==> src/rtl/pmc_pkg.sv <==
package pmc_pkg;
  typedef enum logic [1:0] {
    PM_RUN  = 2'd0,
    PM_IDLE = 2'd1,
    PM_DOWN = 2'd2
  } pm_state_e;

  // oscillator edges needed to qualify a reset
  function automatic int unsigned rst_hold_clks(int unsigned mc_clks, int unsigned n_mc);
    return mc_clks * n_mc;
  endfunction

  // next mode: qualified reset first, then wake, then a write from run
  function automatic pm_state_e pm_next(pm_state_e cur, logic rst_q, logic wr,
                                        logic [1:0] req, logic wake);
    pm_state_e nx;
    nx = cur;
    if (rst_q) nx = PM_RUN;
    else begin
      case (cur)
        PM_RUN: begin
          if (wr && req[1]) nx = PM_DOWN;
          else if (wr && req[0]) nx = PM_IDLE;
        end
        PM_IDLE: if (wake) nx = PM_RUN;
        default: nx = cur;
      endcase
    end
    return nx;
  endfunction
endpackage

==> src/rtl/pmc_rst_qual.sv <==
module pmc_rst_qual #(
  parameter int unsigned RST_CYC = 24
) (
  input  logic clk,
  input  logic rst_n,
  input  logic rst_pin,
  output logic rst_q
);
  localparam int unsigned CW = $clog2(RST_CYC + 1);
  localparam logic [CW-1:0] CMAX = CW'(RST_CYC);

  logic [CW-1:0] hold_cnt;

  always_ff @(posedge clk or negedge rst_n) begin
    if (!rst_n) hold_cnt <= '0;
    else if (!rst_pin) hold_cnt <= '0;
    else if (hold_cnt != CMAX) hold_cnt <= hold_cnt + 1'b1;
  end

  assign rst_q = (hold_cnt == CMAX);
endmodule

==> src/rtl/pmc_mode_fsm.sv <==
module pmc_mode_fsm
  import pmc_pkg::*;
#(
  parameter int unsigned NIRQ = 6
) (
  input  logic            clk,
  input  logic            rst_n,
  input  logic            rst_q,
  input  logic            mode_wr,
  input  logic [1:0]      mode_wdata,
  input  logic [NIRQ-1:0] irq_req,
  output pm_state_e       state,
  output logic            enter_idle,
  output logic            enter_down,
  output logic            wake_evt
);
  logic      wake;
  pm_state_e state_n;

  assign wake    = |irq_req;
  assign state_n = pm_next(state, rst_q, mode_wr, mode_wdata, wake);

  always_ff @(posedge clk or negedge rst_n) begin
    if (!rst_n) state <= PM_RUN;
    else        state <= state_n;
  end

  assign enter_idle = (state == PM_RUN)  && (state_n == PM_IDLE);
  assign enter_down = (state == PM_RUN)  && (state_n == PM_DOWN);
  assign wake_evt   = (state == PM_IDLE) && (state_n == PM_RUN) && !rst_q;
endmodule

==> src/rtl/pmc_pin_ovr.sv <==
module pmc_pin_ovr
  import pmc_pkg::*;
(
  input  pm_state_e state,
  input  logic      ext_code,
  input  logic      rst_pin,
  output logic      cpu_clk_en,
  output logic      per_clk_en,
  output logic      osc_en,
  output logic      pin_ovr_en,
  output logic      ale_ovr,
  output logic      psen_ovr,
  output logic      p0_float,
  output logic      p2_addr
);
  logic in_idle, in_down;

  assign in_idle    = (state == PM_IDLE);
  assign in_down    = (state == PM_DOWN);
  assign cpu_clk_en = !in_idle && !in_down;
  assign per_clk_en = !in_down;
  assign osc_en     = !in_down || rst_pin;
  assign pin_ovr_en = in_idle || in_down;
  assign ale_ovr    = in_idle;
  assign psen_ovr   = in_idle;
  assign p0_float   = pin_ovr_en && ext_code;
  assign p2_addr    = in_idle && ext_code;
endmodule

==> src/rtl/pwr_mode_ctrl.sv <==
module pwr_mode_ctrl
  import pmc_pkg::*;
#(
  parameter int unsigned NIRQ       = 6,
  parameter int unsigned MC_CLKS    = 12,
  parameter int unsigned MC_PER_RST = 2
) (
  input  logic            clk,
  input  logic            rst_n,
  input  logic            rst_pin,
  input  logic            mode_wr,
  input  logic [1:0]      mode_wdata,
  input  logic [NIRQ-1:0] irq_req,
  input  logic            ext_code,
  output logic            sys_rst,
  output logic [1:0]      mode_bits,
  output logic            cpu_clk_en,
  output logic            per_clk_en,
  output logic            osc_en,
  output logic            pin_ovr_en,
  output logic            ale_ovr,
  output logic            psen_ovr,
  output logic            p0_float,
  output logic            p2_addr
);
  localparam int unsigned RST_CYC = rst_hold_clks(MC_CLKS, MC_PER_RST);

  pm_state_e state;
  logic      enter_idle, enter_down, wake_evt;

  pmc_rst_qual #(.RST_CYC(RST_CYC)) u_rq (
    .clk(clk), .rst_n(rst_n), .rst_pin(rst_pin), .rst_q(sys_rst)
  );

  pmc_mode_fsm #(.NIRQ(NIRQ)) u_fsm (
    .clk(clk), .rst_n(rst_n), .rst_q(sys_rst), .mode_wr(mode_wr),
    .mode_wdata(mode_wdata), .irq_req(irq_req), .state(state),
    .enter_idle(enter_idle), .enter_down(enter_down), .wake_evt(wake_evt)
  );

  pmc_pin_ovr u_ovr (
    .state(state), .ext_code(ext_code), .rst_pin(rst_pin),
    .cpu_clk_en(cpu_clk_en), .per_clk_en(per_clk_en), .osc_en(osc_en),
    .pin_ovr_en(pin_ovr_en), .ale_ovr(ale_ovr), .psen_ovr(psen_ovr),
    .p0_float(p0_float), .p2_addr(p2_addr)
  );

  assign mode_bits = {state == PM_DOWN, state == PM_IDLE};
endmodule

==> config.mk <==
export PLATFORM = sky130hd
export DESIGN_NAME = pwr_mode_ctrl
export DESIGN_NICKNAME = d
export VERILOG_FILES = /design/src/rtl/pmc_pkg.sv /design/src/rtl/pmc_rst_qual.sv /design/src/rtl/pmc_mode_fsm.sv /design/src/rtl/pmc_pin_ovr.sv /design/src/rtl/pwr_mode_ctrl.sv
export SDC_FILE = /design/constraint.sdc
export NUM_CORES = 1
export LEC_CHECK = 0
export BUFFER_PORTS_ARGS = -buffer_cell sky130_fd_sc_hd__buf_2
export CAP_MARGIN = 20
export CELL_PAD_IN_SITES_DETAIL_PLACEMENT = 0
export CELL_PAD_IN_SITES_GLOBAL_PLACEMENT = 2
export CORE_MARGIN = 2
export CORE_UTILIZATION = 26
export CTS_BUF_LIST = sky130_fd_sc_hd__clkbuf_8 sky130_fd_sc_hd__clkbuf_16
export DETAILED_ROUTE_END_ITERATION = 16
export GPL_ROUTABILITY_DRIVEN = 1
export PLACE_DENSITY_LB_ADDON = 0.1
export SLEW_MARGIN = 20
export SYNTH_ARGS = -nofsm -noshare
export SYNTH_HDL_FRONTEND = slang
export SYNTH_HIERARCHICAL = 1
export SYNTH_SLANG_ARGS = --single-unit
export TNS_END_PERCENT = 30
==> constraint.sdc <==
create_clock -name clk -period 3.3 [get_ports clk]
set_clock_uncertainty 0.1 [all_clocks]
set_input_delay 0 -clock clk [delete_from_list [all_inputs] [get_ports clk]]
set_output_delay 0 -clock clk [all_outputs]
set_load 0.02 [all_outputs]
==> results.toml <==
[finish]
area_growth_syn_to_layout_pct = 43.6
layout.nets = 98
num-fill-cells = 185
final_common_cell = "buf_2"
most-common-layout-cells = "23 x buf_2, 8 x inv_1, 7 x dfrtp_1"
final_core_util_pct = 40.1
diodes = 0
multiInputGateArea_um2 = 268
drive_gt1_share_pct = 37.5
layout.cells.non_filler = 105
register_area_um2 = 175
final_area_um2 = 701

[floorplanning]
start_util_pct = 28.0
die_w_um = 47.3
fp.dieH_um = 47.3
std_cell_rows = 15
die_area_um2 = 2240
core_area_um2 = 1750
pin_count = 24

[job]
max_cap_viol_count = 0

[sta]
fin_crit_sh_pct = 49.3
period_minus_slack_ns = 1.63
slew_viol_final = 0
fmax_ghz = 0.615
slew_headroom_pct = 78.9
finalSetupViolCount = 0
worst_pin_slew_ns = 0.316
setup_tns_ns = 0
worst_slack_ns = 1.67
hold_ws_ns = 0.0286
finalHoldViolations = 0
rsz0062_at_grt = "false"

[cts]
clock_latency_ns = 0.23
holdBufCountCts = 4
cts_setup_buffers = 0
htree_levels = 1
cts.sinks = 7
cts_tree = "built"
cts_resized = 0
clockBufferDepth = 2
cts_buffers = 3
root_buffer = "clkbuf_8"
clk_pin_slew_ns = 0.04

[placement]
portBuffers = 23
hpwl_um = 785
place_congestion = 0.723
dp_slack_ns = 1.71
place_area_um2 = 616
placed_cells = 97

[setup_path]
r2r_cells = 6
cp_max_fo = 7
r2r_start = "u_rq/hold_cnt[0]$_DFFE_PN0P_"
critical_path_class = "reg2reg"
worst_ep_required_time_ns = 3.35
arrival_ns = 1.68
crit_start = "u_rq/hold_cnt[0]$_DFFE_PN0P_"
cp-start-kind = "flip-flop"
end_kind = "flip-flop"

[global_routing]
first_global_vias = 357
grt-ovfl-total = 0
antenna_found_initial = 0
grt_usage_pct = 10.3
grt_pass1_wl_mm = 1.55
grt_max_degree = 11

[synthesis]
yosysWarnings = 6
syn_area_per_cell_um2 = 9.57
netlist_area_um2 = 488
synthesis.nets = 68
syn_inst = 51

[worst_hold_path]
min_path_type = "in2reg"
whs_path_depth = 3
min-delay-start = "mode_wdata[0]"

[routing]
drt_first_pass_iters = 2
drtAntennaViolNets = 0
wire_per_inst_um = 9.70
via_count = 438
via_per_inst = 4.17
totalWireLength_mm = 1.02
drc = 0
first_iter_violations = 7

[power_and_ir_drop]
pwr_density_cell_nw_per_um2 = 401
power.leakage_nw = 0.387
ir_worst_vdd_mv = 0.147
finalPower_mw = 0.281

[outcome]
outcome = "completed"
[worst paths after layout]
check                           slack [ns]                            to
worst max-delay path                  1.67      u_fsm/state[0]$_DFF_PN0_
worst min-delay path                  0.03      u_fsm/state[0]$_DFF_PN0_
worst max register to register        1.67      u_fsm/state[0]$_DFF_PN0_
worst min register to register        0.46  u_rq/hold_cnt[4]$_DFFE_PN0P_
max in group asynchronous             2.89      u_fsm/state[1]$_DFF_PN0_
min in group asynchronous             0.05  u_rq/hold_cnt[1]$_DFFE_PN0P_
[registers in the layout, summed over array words and instances (netlist names)]
name	cells
u_fsm/state	2
u_rq/hold_cnt	5
[final cells by class]
| class | count | area share [%] |
|---|---|---|
| inverter | 7 | 3.75 |
| timing repair buffer | 27 | 22.1 |
| sequential | 7 | 25.0 |
| clock buffer | 3 | 5.89 |
| multi-input combinational | 35 | 38.2 |
| tap | 25 | 4.46 |
| clock inverter | 1 | 0.536 |
[metal layers]
metal / global-route usage [%] / part of all wire [%] / vias up
met5: 0 / 0 / -
met4: 5.00 / 0 / 0
met3: 4.62 / 4.8 / 0
met2: 14.9 / 48 / 11
met1: 13.0 / 47 / 204
li1: - / - / 223
[worst max-delay path, stage by stage, from the launching register on]
cell,delay [ns]
dfrtp_1,0.40
inv_1,0.06
ha_1,0.19
and4b_1,0.29
nor4b_2,0.24
and3b_1,0.18
o21bai_1,0.10
[power by group]
group	switching, mW	internal [mW]	total, mW
sequential	0.00762	0.0915	0.0991
combinational	0.0366	0.0281	0.0648
clock	0.0369	0.0804	0.117
Power figures use the tool's default switching activity.
